--- config.mk ---
export PLATFORM = sky130hd
export DESIGN_NAME = pp_top
export DESIGN_NICKNAME = d
export VERILOG_FILES = /design/src/rtl/pp_pkg.sv /design/src/rtl/pp_stage.sv /design/src/rtl/pp_validate.sv /design/src/rtl/pp_timer.sv /design/src/rtl/pp_top.sv
export SDC_FILE = /design/constraint.sdc
export NUM_CORES = 2
export LEC_CHECK = 0
export BUFFER_PORTS_ARGS = -buffer_cell sky130_fd_sc_hd__buf_2
export CAP_MARGIN = 25
export CORE_MARGIN = 8
export CORE_UTILIZATION = 40
export DETAILED_ROUTE_END_ITERATION = 6
export HOLD_SLACK_MARGIN = 0.12
export SYNTH_ARGS = -nofsm -noshare
export SYNTH_HDL_FRONTEND = slang
export SYNTH_SLANG_ARGS = --single-unit
--- constraint.sdc ---
create_clock -name clk -period 5.7 [get_ports clk]
set_input_delay 1.14 -clock clk [delete_from_list [all_inputs] [get_ports clk]]
set_output_delay 1.14 -clock clk [all_outputs]
set_load 0.005 [all_outputs]
--- src/rtl/pp_pkg.sv ---
package pp_pkg;

    typedef enum logic [1:0] {
        V_NONE = 2'd0,
        V_GO   = 2'd1,
        V_DROP = 2'd2
    } verdict_e;

    function automatic int unsigned prog_cycles(input int unsigned n,
                                                input int unsigned ovh,
                                                input int unsigned cpb);
        return ovh + n * cpb;
    endfunction

endpackage

--- src/rtl/pp_stage.sv ---
module pp_stage #(
    parameter int ADDR_W  = 20,
    parameter int PAGE_AW = 8
) (
    input  logic                        clk,
    input  logic                        rst,
    input  logic                        load,
    input  logic                        close,
    input  logic                        wr,
    input  logic [ADDR_W-1:0]           start_addr,
    input  logic [7:0]                  byte_data,
    input  logic [PAGE_AW-1:0]          rd_idx,
    output logic [7:0]                  rd_data,
    output logic                        collecting,
    output logic [ADDR_W-PAGE_AW-1:0]   page,
    output logic [PAGE_AW:0]            count,
    output logic [(1<<PAGE_AW)-1:0]     mask
);
    localparam int PAGE_BYTES = 1 << PAGE_AW;
    localparam int CW         = PAGE_AW + 1;

    logic [7:0]         mem [PAGE_BYTES];
    logic [PAGE_AW-1:0] offset;
    logic               store;

    assign store = !load && !close && wr && collecting;

    always_ff @(posedge clk) begin
        if (rst) begin
            collecting <= 1'b0;
            page       <= '0;
            offset     <= '0;
            count      <= '0;
            mask       <= '0;
        end else if (load) begin
            collecting <= 1'b1;
            page       <= start_addr[ADDR_W-1:PAGE_AW];
            offset     <= start_addr[PAGE_AW-1:0];
            count      <= '0;
            mask       <= '0;
        end else if (close) begin
            collecting <= 1'b0;
        end else if (store) begin
            mask[offset] <= 1'b1;
            offset       <= offset + 1'b1;
            if (count != CW'(PAGE_BYTES))
                count <= count + 1'b1;
        end
    end

    always_ff @(posedge clk) begin
        if (!rst && store)
            mem[offset] <= byte_data;
    end

    assign rd_data = mem[rd_idx];

endmodule

--- src/rtl/pp_validate.sv ---
module pp_validate #(
    parameter int PAGE_AW = 8
) (
    input  logic             clk,
    input  logic             rst,
    input  logic             cs_n,
    input  logic [2:0]       bit_cnt,
    input  logic             collecting,
    input  logic [PAGE_AW:0] count,
    input  logic             wr_enabled,
    input  logic             busy,
    output logic             cs_rise,
    output logic             go
);
    import pp_pkg::*;

    logic     cs_q;
    verdict_e verdict;

    always_ff @(posedge clk) begin
        if (rst) cs_q <= 1'b1;
        else     cs_q <= cs_n;
    end

    assign cs_rise = cs_n && !cs_q;

    always_comb begin
        verdict = V_NONE;
        if (cs_rise && collecting) begin
            if (bit_cnt == 3'd0 && count != '0 && wr_enabled)
                verdict = V_GO;
            else
                verdict = V_DROP;
        end
    end

    assign go = (verdict == V_GO) && !busy;

endmodule

--- src/rtl/pp_timer.sv ---
module pp_timer #(
    parameter int PAGE_AW      = 8,
    parameter int OVH_CYC      = 12,
    parameter int CYC_PER_BYTE = 2
) (
    input  logic             clk,
    input  logic             rst,
    input  logic             go,
    input  logic [PAGE_AW:0] count,
    output logic             busy,
    output logic             prog_start,
    output logic             wen_clr
);
    import pp_pkg::*;

    localparam int MAX_CYC = OVH_CYC + (1 << PAGE_AW) * CYC_PER_BYTE;
    localparam int TW      = $clog2(MAX_CYC + 1);

    logic [TW-1:0] tmr;
    int unsigned   dur;

    assign dur = prog_cycles(32'(count), OVH_CYC, CYC_PER_BYTE);

    always_ff @(posedge clk) begin
        if (rst) begin
            busy       <= 1'b0;
            prog_start <= 1'b0;
            wen_clr    <= 1'b0;
            tmr        <= '0;
        end else begin
            prog_start <= go && !busy;
            wen_clr    <= 1'b0;
            if (busy) begin
                if (tmr == '0) begin
                    busy    <= 1'b0;
                    wen_clr <= 1'b1;
                end else begin
                    tmr <= tmr - 1'b1;
                end
            end else if (go) begin
                busy <= 1'b1;
                tmr  <= TW'(dur - 1);
            end
        end
    end

endmodule

--- src/rtl/pp_top.sv ---
module pp_top #(
    parameter int ADDR_W       = 20,
    parameter int PAGE_AW      = 8,
    parameter int OVH_CYC      = 12,
    parameter int CYC_PER_BYTE = 2
) (
    input  logic                      clk,
    input  logic                      rst,
    input  logic                      cs_n,
    input  logic                      phase_start,
    input  logic [ADDR_W-1:0]         start_addr,
    input  logic                      byte_stb,
    input  logic [7:0]                byte_data,
    input  logic [2:0]                bit_cnt,
    input  logic                      wr_enabled,
    input  logic [PAGE_AW-1:0]        rd_idx,
    output logic [7:0]                rd_data,
    output logic                      prog_start,
    output logic [ADDR_W-PAGE_AW-1:0] prog_page,
    output logic [PAGE_AW:0]          prog_count,
    output logic [(1<<PAGE_AW)-1:0]   prog_mask,
    output logic                      busy,
    output logic                      wen_clr
);
    logic collecting;
    logic cs_rise;
    logic go;
    logic load;
    logic wr;

    assign load = phase_start && !busy;
    assign wr   = byte_stb && !cs_n && !busy;

    pp_stage #(.ADDR_W(ADDR_W), .PAGE_AW(PAGE_AW)) u_stage (
        .clk        (clk),
        .rst        (rst),
        .load       (load),
        .close      (cs_rise),
        .wr         (wr),
        .start_addr (start_addr),
        .byte_data  (byte_data),
        .rd_idx     (rd_idx),
        .rd_data    (rd_data),
        .collecting (collecting),
        .page       (prog_page),
        .count      (prog_count),
        .mask       (prog_mask)
    );

    pp_validate #(.PAGE_AW(PAGE_AW)) u_val (
        .clk        (clk),
        .rst        (rst),
        .cs_n       (cs_n),
        .bit_cnt    (bit_cnt),
        .collecting (collecting),
        .count      (prog_count),
        .wr_enabled (wr_enabled),
        .busy       (busy),
        .cs_rise    (cs_rise),
        .go         (go)
    );

    pp_timer #(.PAGE_AW(PAGE_AW), .OVH_CYC(OVH_CYC), .CYC_PER_BYTE(CYC_PER_BYTE)) u_tmr (
        .clk        (clk),
        .rst        (rst),
        .go         (go),
        .count      (prog_count),
        .busy       (busy),
        .prog_start (prog_start),
        .wen_clr    (wen_clr)
    );

endmodule

### After elaboration in Yosys (flattened, before gate mapping)

Memories as Yosys holds them, arrays and structs flattened.
Index checks and enable logic that the tools add are counted.

| operators by class | value |
|---|---|
| add/sub/neg operators | 5 |
| $lt $le $gt $ge | 2 |
| eq/ne operators | 4 |
| muxes and demuxes | 18 |
| bitwise gates (word level) | 3 |
| reduce and logical (&&, ||, !) cells | 32 |

Operators by type and width:

| kind | count |
|---|---|
| OR 256 bit | 1 |
| two-way mux 10 bit | 3 |
| two-way mux 8 bit | 3 |
| subtractor 10 x 1 -> 10 bit, second input constant | 2 |
| logical AND 1 bit | 14 |
| adder 4 x 10 -> 10 bit, first input constant | 1 |
| logical NOT 10 bit | 1 |
| adder 9 x 1 -> 9 bit, second input constant | 1 |
| less-than comparator 8 x 9 -> 1 bit, second input constant | 1 |
| two-way mux 1 bit | 9 |
| inequality test 9 bit, second input constant | 1 |
| nonzero test 9 bit | 1 |
| adder 8 x 1 -> 8 bit, second input constant | 1 |
| demux 1 bit (select 8 bit) | 1 |
| >= comparator 8 x 1 -> 1 bit, second input constant | 1 |
| logical NOT 1 bit | 6 |
| AND reduction 2 bit | 3 |
| nonzero test 2 bit | 3 |
| two-way mux 2 bit | 2 |
| OR reduction 2 bit | 2 |
| logical NOT 3 bit | 1 |
| AND reduction 3 bit | 1 |
| equality test 2 x 1 -> 1 bit, second input constant | 1 |
| inequality test 2 x 1 -> 1 bit, second input constant | 1 |
| 2 further kinds | 3 |

| word-level totals | value |
|---|---|
| register bits after elaboration | 300 |
| bits in writable memories | 2048 |
| input port bits | 45 |
| output and inout bits | 288 |
| word-level logic and storage cells | 75 |
| memories | 1 |

Memories:

| memory | depth | width | rd ports | clocked after Yosys merged registers in | write ports | line | source |
|---|---|---|---|---|---|---|---|
| u_stage.mem | 256 | 8 | 1 | 0 | 1 | pp_stage.sv:22 | `logic [7:0] mem [PAGE_BYTES];` |

### Longest topological paths before layout

| depth | value |
|---|---|
| depth after elaboration | 9 |
| mapped depth | 11 |
| depth with buffers taken out | 8 |

### Hierarchy

A second synthesis with hierarchy kept.

| unflattened totals | value |
|---|---|
| cell total of the unflattened synthesis | 4984 |
| area total of the unflattened synthesis | 89952.5 sq um |

Modules (own cells, without submodules):

| module | times used | cells each | area an instance (sq um) | seq. area each (sq um) |
|---|---|---|---|---|
| pp_stage | 1 | 4874 | 89042.9 | 67224.5 |
| pp_timer | 1 | 98 | 810.8 | 260.2 |
| pp_validate | 1 | 10 | 80.1 | 20.0 |
| pp_top | 1 | 2 | 18.8 | 0.0 |

### Worst setup path before layout

Ideal clock, no wire load.

| path | value |
|---|---|
| path kind | input to output |
| start | in rd_idx[0] |
| end | out rd_data[6] |
| arrival time | 2.997 ns |
| data required time | 4.560 ns |
| slack | 1.563 ns |
| cell stages on the path | 8 |
| buffers on the path | 2 |
| cells stage by stage | buf_6 buf_2 mux4_2 mux4_2 nand2_1 o21ai_0 nor4b_1 nor4_1 |

| on the way | value |
|---|---|
| longest elaborated chain between the ends | 1 |

Ends and longest elaborated chain:

| what | line | source |
|---|---|---|
| start: declaration | pp_top.sv:16 | `input logic [PAGE_AW-1:0] rd_idx,` |
| memory (256 x 8 bit) | -- |  |
| end: declaration | pp_top.sv:17 | `output logic [7:0] rd_data,` |

No other way between the ends.

### Worst setup path after layout

| path | value |
|---|---|
| start | in rd_idx[0] |
| end | out rd_data[7] |

The elaborated chain is that of the path after synthesis.

==> results.md <==
- Status: completed
- Crit. Startpoint: rd_idx[0]
- Row count: 173
- Post-synth top area share: 0.687
- Syn avg cell area: 18.3 um2
- CP Cell Sequence: buf_12, buf_12, buf_4, mux4_2, a221oi_1, o32ai_1, a211oi_1, nor4b_2, buf_2
- Crit path DAT: 4.39 ns
- CTS Sinks: 2,348
- Hold Path Class: reg -> reg
- Maxcap violations: 0
- Starting DRC count in detailed routing: 5,211
- CTS H-tree depth: 4
- I/O Buffers: 332
- Initial antenna violation count: 9
- Max Slew Vio Count: 0
- Most frequent CP cell: buf_12
- Final WL: 240 mm
- I/O Pins: 333
- Crit Path Class: in -> out
- Crit. End Element: primary output
- Vias in the first global route: 48,300
- Yosys top cell by area: edfxtp_1
- Routed via count: 48,200
- Layout Utilization: 0.463
- Root buffer cell: clkbuf_16
- Post-Syn Instances: 4,878
- Syn_nets: 4,930
- Post-DP HPWL: 148 mm
- Die ar.: 239,000 um2
- Clock period minus worst slack: 5.53 ns
- Worst Skew: 0.0387 ns
- Top FF cell, synth: edfxtp_1
- Pwr dens: 342 nW/um2
- Initial core utilization: 0.402
- Worst EP required: 4.56 ns
- Worst-path clk slew: 0.06 ns
- Layout area overhead: 14.9%
- Register area share after synthesis: 0.754
- Peak VDD IR: 0.322 mV
- Max Clk Rate: 0.181 GHz
- Core area: 222,000 um2
- Top post-synthesis cells by area: edfxtp_1, mux4_2, dfxtp_1
- Number of CTS-inserted buffers: 228
- Die H: 489 um
- Slowest stage delay, CP: 0.72 ns
- GR Overflow Total: 0
- Post-synth EDFFs: 2,048
- RR Startpoint: u_tmr.busy
- Avg WL per Cell: 28.2 um
- Final GP Congestion: 0.820
- Hold path start: u_stage.page[10]
- Worst-Margin Slew: 1.14 ns
- CP max-delay cell: a221oi_1
- P_leak: 33.3 nW
- RSZ-0062 raised after global routing: no
- Fillers: 18,800
- Mapped cell area: 89,500 um2
- Most common cell in the netlist: edfxtp_1
- Clock tree buffer depth: 3
- Layout cell share with drive strength beyond 1: 0.259
- Die Width: 489 um
- Pre-antenna DRT Iters: 6
- Final #Nets: 5,387
- DRC: 0
- Final instance area: 103,000 um2
- Slew HR: 0.241
- Largest net degree at the start of global routing: 144
- Ys Warns: 0
- Hold slack final: 0.453 ns
- Period utilization: 0.970
- CP Max Fanout: 34
- Routed Antenna Nets: 0
- CTS tree: yes
- Distinct cell type count after synthesis: 70
- Final setup viols: 0
- Critical path startpoint category: input pin
- Share of flip-flops with an asynchronous set or reset: 0
- Final hold vios: 0
- Register bit count reported by yosys: 2,348
- Global-route wire length before repair: 345 mm
- Commonest cells post-synth: edfxtp_1, nor2_1, mux4_2, a21oi_1, dfxtp_1
- Post-CTS Hold Buffers: 0
- Dpl cell area: 95,500 um2
- DR vias/cell: 5.67
- Tot GR Track Use: 0.195
- Worst-skew pair later-pin latency: 0.86 ns
==> metal layers <==
metal,global-route usage,up-vias,share of wire
li1,-,20400,-
met1,0.275,25200,0.42
met2,0.306,2212,0.47
met3,0.0499,325,0.091
met4,0.0460,6,0.022
met5,0,-,0.00017
==> layout make-up <==
cell class / count / area [um2] / area share
Clock inverter: 120 / 1080 / 0.0105
Multi-Input combinational cell: 2172 / 20200 / 0.197
Timing Repair Buffer: 574 / 4070 / 0.0396
Sequential cell: 2348 / 67500 / 0.656
Tap cell: 2975 / 3720 / 0.0362
Clock buffer: 299 / 6190 / 0.0602
Inverter: 11 / 41.3 / 0.000402
Antenna cell: 2 / 5.00 / 0.0000487
==> flip-flops by register name, summed over array words and instances, names as in the netlist <==
name,count
u_stage.offset,8
u_tmr.tmr,10
u_tmr.wen_clr,1
u_tmr.prog_start,1
u_stage.collecting,1
u_val.cs_q,1
u_tmr.busy,1
u_stage.mask,256
u_stage.page,12
u_stage.count,9
u_stage.mem,2048
==> report_power, final <==
part	switching, mW	leakage, nW	internal (mW)	total (mW)
Combinational	1.11	8.91	0.603	1.71
Sequential	0.0131	20.8	18.7	18.7
Clock	6.41	3.56	8.35	14.8
Total	7.53	33.3	27.6	35.2
==> worst max-delay path, delay by kind of cell <==
| family | cells | cell delay, ns |
|---|---|---|
| buffers and inverters | 4 | 1.07 |
| AND/OR/NAND/NOR | 1 | 0.20 |
| AO/OA/AOI/OAI | 3 | 1.30 |
| multiplexers | 1 | 0.58 |
==> final timing paths <==
path | slack (ns) | depth (start not counted) | end
min reg2reg | 0.45 | 2 | u_stage.page[10]
max reg2reg | 1.87 | 6 | u_stage.mem[121][7]
max | 0.17 | 9 | rd_data[7]
min | 0.45 | 2 | u_stage.page[10]
==> stage by stage <==
stage / std cells / setup slack [ns] / total power, mW / TNS [ns]
2_1_floorplan: 4878 / 1.56 / 19.9 / 0
3_3_place_gp: 8075 / -0.463 / 20.7 / -0.901
3_5_place_dp: 8078 / -0.231 / 20.8 / -0.492
4_1_cts: 8497 / 0.0810 / 35.4 / 0
5_1_grt: 8500 / 0.0330 / 36.1 / 0
6_report: 8501 / 0.172 / 35.2 / 0
==> cell usage in the layout (no fill, tap or decap), drive strengths merged, types with 54 or more instances in the layout <==
master / instances
edfxtp: 2048
nand2: 89
dfxtp: 300
mux2i: 107
buf: 572
a21oi: 323
o21ai: 62
mux4: 459
clkinv: 87
clkbuf: 301
nor2: 584
a22oi: 54
==> timing repair <==
| action | in CTS | in global routing |
|---|---|---|
| gates resized for setup | 4 | 4 |
| gates cloned | 0 | 0 |
| hold endpoints to repair | 0 | 0 |
| setup buffers | 0 | 0 |
| setup endpoints to repair | 4 | 2 |
==> logic make-up after synthesis <==
kind of cell | Yosys count | share of synthesized area
AO/OA/AOI/OAI | 705 | 0.0506
XOR/XNOR | 13 | 0.00127
adder cells (fa/ha/maj) | 7 | 0.000979
buffers and inverters | 358 | 0.0209
flip-flops | 2348 | 0.754
multiplexers | 592 | 0.131
AND/OR/NAND/NOR | 855 | 0.0410
Note: power is estimated with default switching activity, not from simulation.
